`src/rtl/rc_trim_pkg.sv`:
```
package rc_trim_pkg;
    localparam int TRIM_W = 10;

    typedef enum logic [1:0] {
        ST_IDLE = 2'd0,
        ST_REQ  = 2'd1,
        ST_WAIT = 2'd2,
        ST_DONE = 2'd3
    } trim_state_e;
endpackage

```
`src/rtl/rc_trim_fsm.sv`:
```
module rc_trim_fsm
    import rc_trim_pkg::*;
(
    input  logic        clk,
    input  logic        rst_n,
    input  logic        start_i,
    input  logic        load_i,
    input  logic        cmp_valid_i,
    input  logic        last_bit_i,
    output trim_state_e state_o,
    output logic        init_o,
    output logic        apply_o,
    output logic        load_o,
    output logic        step_req_o,
    output logic        done_o,
    output logic        idle_o
);
    trim_state_e state_q, state_d;

    // state register
    always_ff @(posedge clk or negedge rst_n) begin
        if (!rst_n) state_q <= ST_IDLE;
        else        state_q <= state_d;
    end

    // next state and datapath strobes
    always_comb begin
        state_d = state_q;
        init_o  = 1'b0;
        apply_o = 1'b0;
        load_o  = 1'b0;
        unique case (state_q)
            ST_IDLE: begin
                if (start_i) begin
                    init_o  = 1'b1;
                    state_d = ST_REQ;
                end else if (load_i) begin
                    load_o  = 1'b1;
                    state_d = ST_DONE;
                end
            end
            ST_REQ:  state_d = ST_WAIT;
            ST_WAIT: begin
                if (cmp_valid_i) begin
                    apply_o = 1'b1;
                    state_d = last_bit_i ? ST_DONE : ST_REQ;
                end
            end
            ST_DONE: state_d = ST_IDLE;
            default: state_d = ST_IDLE;
        endcase
    end

    // outputs
    always_comb begin
        step_req_o = (state_q == ST_REQ);
        done_o     = (state_q == ST_DONE);
        idle_o     = (state_q == ST_IDLE);
        state_o    = state_q;
    end
endmodule

```
`src/rtl/rc_trim_sar.sv`:
```
module rc_trim_sar #(
    parameter int W = 10
) (
    input  logic         clk,
    input  logic         rst_n,
    input  logic         init_i,
    input  logic         apply_i,
    input  logic         fast_i,
    input  logic         load_i,
    input  logic [W-1:0] load_code_i,
    output logic [W-1:0] code_o,
    output logic         last_bit_o
);
    localparam logic [W-1:0] MID = {1'b1, {(W-1){1'b0}}};

    logic [W-1:0] code_q, ptr_q;
    logic [W-1:0] code_step, ptr_step;

    // per-bit decision: keep or drop the bit under test, arm the next one
    for (genvar g = 0; g < W; g++) begin : g_bit
        logic kept;
        assign kept = fast_i ? code_q[g] : (code_q[g] & ~ptr_q[g]);
        if (g == W - 1) begin : g_top
            assign code_step[g] = kept;
            assign ptr_step[g]  = 1'b0;
        end else begin : g_low
            assign code_step[g] = kept | ptr_q[g+1];
            assign ptr_step[g]  = ptr_q[g+1];
        end
    end

    always_ff @(posedge clk or negedge rst_n) begin
        if (!rst_n) begin
            code_q <= MID;
            ptr_q  <= MID;
        end else if (init_i) begin
            code_q <= MID;
            ptr_q  <= MID;
        end else if (load_i) begin
            code_q <= load_code_i;
        end else if (apply_i) begin
            code_q <= code_step;
            ptr_q  <= ptr_step;
        end
    end

    assign code_o     = code_q;
    assign last_bit_o = ptr_q[0];
endmodule

```
`src/rtl/rc_trim_search.sv`:
```
module rc_trim_search
    import rc_trim_pkg::*;
#(
    parameter int CODE_W = TRIM_W
) (
    input  logic              clk,
    input  logic              rst_n,
    input  logic              start_i,
    input  logic              load_i,
    input  logic [CODE_W-1:0] load_code_i,
    input  logic              cmp_valid_i,
    input  logic              cmp_fast_i,
    output logic [CODE_W-1:0] trim_o,
    output logic              step_req_o,
    output logic              done_o
);
    trim_state_e state;
    logic init_s, apply_s, load_s, last_bit, idle;

    rc_trim_fsm u_fsm (
        .clk        (clk),
        .rst_n      (rst_n),
        .start_i    (start_i),
        .load_i     (load_i),
        .cmp_valid_i(cmp_valid_i),
        .last_bit_i (last_bit),
        .state_o    (state),
        .init_o     (init_s),
        .apply_o    (apply_s),
        .load_o     (load_s),
        .step_req_o (step_req_o),
        .done_o     (done_o),
        .idle_o     (idle)
    );

    rc_trim_sar #(.W(CODE_W)) u_sar (
        .clk        (clk),
        .rst_n      (rst_n),
        .init_i     (init_s),
        .apply_i    (apply_s),
        .fast_i     (cmp_fast_i),
        .load_i     (load_s),
        .load_code_i(load_code_i),
        .code_o     (trim_o),
        .last_bit_o (last_bit)
    );
endmodule

```
`config.mk`:
```
export PLATFORM = sky130hd
export DESIGN_NAME = rc_trim_search
export DESIGN_NICKNAME = d
export VERILOG_FILES = /design/src/rtl/rc_trim_pkg.sv /design/src/rtl/rc_trim_fsm.sv /design/src/rtl/rc_trim_sar.sv /design/src/rtl/rc_trim_search.sv
export SDC_FILE = /design/constraint.sdc
export NUM_CORES = 1
export LEC_CHECK = 0
export BUFFER_PORTS_ARGS = -buffer_cell sky130_fd_sc_hd__buf_2
export CAP_MARGIN = 5
export CORE_ASPECT_RATIO = 1.75
export CORE_MARGIN = 10
export CORE_UTILIZATION = 35
export DETAILED_ROUTE_END_ITERATION = 10
export PLACE_DENSITY_LB_ADDON = 0.3
export SETUP_SLACK_MARGIN = 0.4
export SYNTH_ARGS = -nofsm -noshare
export SYNTH_HDL_FRONTEND = slang
export SYNTH_SLANG_ARGS = --single-unit
```
`constraint.sdc`:
```
create_clock -name clk -period 1.8 [get_ports clk]
set_clock_uncertainty 0.1 [all_clocks]
set_input_delay 0.18 -clock clk [delete_from_list [all_inputs] [get_ports clk]]
set_output_delay 0.18 -clock clk [all_outputs]
set_load 0.05 [all_outputs]
```
# Word-level counts from Yosys, hierarchy flattened
# Cells that the tools add are included.
# Widths: inputs -> output; s select.
# classes
n_mux	28
eq_ne	7
n_reduce_logical	6
bitwise	29
# ops
cell	n
$mux 10	6
$mux 1	17
$and 1x1->1	10
$not 1->1	10
$or 1x1->1	9
$mux 2	4
$pmux 2 s4	1
$reduce_and 2->1	3
$eq 2x2->1 const B	2
$ne 2x2->1 const B	2
$ne 3x1->1 const B	1
$ne 3x3->1 const B	1
$reduce_bool 3->1	1
$eq 2x1->1 const B	1
$logic_not 2->1	1
$reduce_bool 2->1	1
# totals
regBits	22
in_bits	16
word_cells	74

# Longest topological paths before layout
# logic_depth
depth_word	7
ltp_mapped	5
ltp_nobuf	3

# Cells and area by module
# A second synthesis with hierarchy kept.
# unflattened
cells_unflattened	112
area_unflattened_um2	1059.8
# modules_own_cells
mod	area_per_inst_um2	n_inst	cells_per_inst
rc_trim_sar	929.6	1	97
rc_trim_fsm	130.1	1	15

# Worst setup path after synthesis
# OpenSTA, ideal clock, no wires.
# synth_timing
path_kind	reg2out
startpoint	reg u_fsm.state_q[0] (netlist: u_fsm.state_o[0])
endpoint	out step_req_o
n_path_buf	2
slack_ps	116
stages_incl_launch_ff	4
arrival_time_ps	1404
cell_sequence	dfrtp_1 buf_6 clkbuf_1 nor2b_1
# synth_between
elab_chain_cells	1
# synth_rtl
item	line	text
start, declared	rc_trim_fsm.sv:18	trim_state_e state_q, state_d;
start signal, assigned	rc_trim_fsm.sv:23	else state_q <= state_d;
$eq 2x1->1	rc_trim_fsm.sv:56	step_req_o = (state_q == ST_REQ);
end, declared	rc_trim_search.sv:14	output logic step_req_o,
# No other way between the ends.

# Worst setup path after layout
# layout_timing
startpoint	reg u_fsm.state_q[1] (netlist: u_fsm.state_o[1])
endpoint	out step_req_o
# The elaborated chain is that of the path after synthesis.

==> run_results.csv <==
group,metric,value,unit
sta,fin_hold_ws,18.2,ps
drt,drt_iter0_drc,27,
pwr,power-per-cell-area,1760,mW/mm^2
drt,dr_total_vias,1048,
layout,multiInputGateArea,541,um^2
setup_path,cp_max_fo,5,
layout,area_growth,36.2,%
sta,min_period,1460,ps
layout,fin_nets,180,
layout,num-fill-cells,319,
placement,dp_cells,187,
clock_network,cts_tree,"yes",
floorplanning,die_h,96.2,um
drt,wl_per_cell,15.7,um
sta,max-slew-margin-rel,66.3,%
drt,via_per_inst,5.09,
setup_path,critPathMaxStageDelay,470,ps
setup_path,slowest_stage,"dfrtp_2",
setup_path,worstSetupStartpointType,"register",
outcome,status,"complete, no violations",
setup_path,path_cells,"buf_12, nor2b_2, buf_6",
pwr,ir_worst_vdd,0.00118,V
synth,ys_seq_area_share,47.6,%
floorplanning,chipWidth,63.5,um
synth,synth_edf_count,0,
clock_network,worst_skew_pair.late_latency,270,ps
floorplanning,ios,28,
layout,instances_no_fill,206,
placement,place_hpwl,2.22,mm
synth,syn_inst,122,
clock_network,cts_root_buf,"clkbuf_8",
clock_network,cts.sinks,22,
synth,syn_nets,138,
floorplanning,num_rows,27,
placement,routabilityCongestion,0.741,
drt,finalWirelength,3.23,mm
layout,seqCellArea,556,um^2
synth,synth.distinct_cells,24,
floorplanning,initial_core_util,36.6,%
global_routing,grtUsageTotal,10.5,%
setup_path,worstPathRequired,1520,ps
clock_network,cts.clk_slew.worst_paths,80,ps
sta,worst_slew_pin_slew,505,ps
clock_network,cts_buffers,3,
drt,ant_nets,0,
synth,ys.flop_type,"dfrtp_1",
floorplanning,dieArea,0.00611,mm^2
global_routing,antenna_found_initial,0,
pwr,p_leak,0.740,nW
layout,antenna_cells,0,
global_routing,grt_overflow_total,0,
synth,mappedNetlistArea,0.00116,mm^2
pwr,power,2.78,mW
floorplanning,coreArea,0.00318,mm^2
hold_path,hold_class,"input pin to register",
synth,ys_warn_count,0,
sta,setup_violations,0,
drt,drt-pass1-iter-count,4,
synth,synth_seq_cells,22,
drt,drc,0,
placement,io_buffers,27,
setup_path,criticalPathCategory,"register to output port",
sta,rsz0062_at_grt,"true",
sta,final.period_utilization,80.9,%
sta,setup_tns,0,ps
setup_path,arrival,1180,ps
synth,async_flop_share,100,%
clock_network,cts.path.max_buffers,2,
global_routing,grt_max_degree,23,
layout,drive_above_1_share,36.8,%
global_routing,grt_pass1_vias,1152,
sta,drv_slew,0,
sta,hold_viol,0,
setup_path,worstSetupEndpointType,"output port",
synth,avgSynthCellArea,9.52,um^2
job,cap_violations,0,
clock_network,cts_max_level,1,
sta,clock.fmax,0.687,GHz
global_routing,grt_pass1_wl,5.23,mm
==> routing by layer <==
layer  up-vias  wire, um  global-route usage, %
li1        510         -                      -
met1       514      1230                   10.4
met2        18      1840                   20.5
met3         6        97                   2.09
met4         0        54                   4.21
met5         -         0                      0
==> power breakdown <==
part | total (mW) | internal [mW] | switching [mW]
Combinational | 1.56 | 0.665 | 0.898
Clock | 0.363 | 0.195 | 0.168
Sequential | 0.855 | 0.676 | 0.178
Total | 2.78 | 1.54 | 1.24
==> placed cells by master (no fill, tap or decap), drive strengths merged, types with 5 or more instances in the layout <==
| cell | netlist | routed |
|---|---|---|
| a21oi | 9 | 9 |
| buf | 3 | 43 |
| clkbuf | 5 | 5 |
| dfrtp | 20 | 20 |
| inv | 12 | 12 |
| nand2 | 19 | 19 |
| nand2b | 10 | 10 |
| nand4b | 9 | 9 |
| o21ai | 10 | 10 |
| o221ai | 9 | 9 |
==> through the flow <==
step                      cell area [um^2]  setup slack, ps  util, %
after floorplan                       1160              358        -
after global placement                1330              240     41.8
after detailed placement              1330              156     41.8
after CTS                             1510              358     47.5
after global routing                  1580              296     49.8
final                                 1580              344     49.8
==> cells by family after synthesis <==
family                 Yosys count  share of synthesized area [%]
multiplexers                     1                           1.94
AND/OR/NAND/NOR                 48                           25.3
buffers and inverters           20                           8.08
AO/OA/AOI/OAI                   31                           17.0
flip-flops                      22                           47.6
==> synthesized netlist by cell type, drive strengths merged (2+ instances only) <==
cell type	n	area, um^2
dfrtp	20	500
nand2	19	71.3
inv	12	45.0
nand2b	10	62.6
o21ai	10	50.1
a21oi	9	45.0
nand4b	9	78.8
o221ai	9	78.8
clkbuf	5	18.8
buf	3	30.0
dfstp	2	52.6
nor2	2	7.51
nor2b	2	12.5
nor3	2	26.3
==> registers in the layout, summed over array words and instances, names as in the netlist <==
signal / cells
u_fsm.state_o: 2
u_sar.ptr_q: 10
u_sar.code_o: 10
==> area by class of cell <==
cell class,count,area share (%)
Multi-Input combinational cell,80,34.2
Sequential cell,22,35.1
Timing Repair Buffer,45,21.0
Inverter,12,2.85
Clock buffer,4,3.48
Tap cell,43,3.40
==> what timing repair did <==
| item | in CTS | in global routing |
|---|---|---|
| hold endpoints to repair | 20 | 0 |
| resized for setup | 10 | 13 |
| cloned | 0 | 1 |
| pin swaps | 1 | 0 |
| buffers inserted | 11 | 2 |
| setup endpoints to repair | 23 | 19 |
| hold buffers | 1 | 0 |
==> worst max-delay path: cells and delay by family, from the launching register on <==
kind | cells | cell delay, ps
flip-flops | 1 | 470
buffers and inverters | 2 | 330
AND/OR/NAND/NOR | 1 | 120
==> path summary, 6_finish.rpt <==
| kind | endpoint | slack, ps | cells after the start | start |
|---|---|---|---|---|
| worst max-delay path | step_req_o | 340 | 3 | u_fsm.state_o[1] |
| worst min-delay path | u_sar.code_o[5] | 20 | 3 | load_code_i[5] |
| worst max register to register | u_sar.code_o[8] | 390 | 4 | u_fsm.state_o[1] |
| worst min register to register | u_sar.code_o[9] | 420 | 2 | u_sar.code_o[9] |
| max in group asynchronous | u_fsm.state_o[1] | 920 | 2 | rst_n |
| min in group asynchronous | u_sar.code_o[8] | 310 | 2 | rst_n |
No activity file was read; power rests on OpenSTA's default activity.
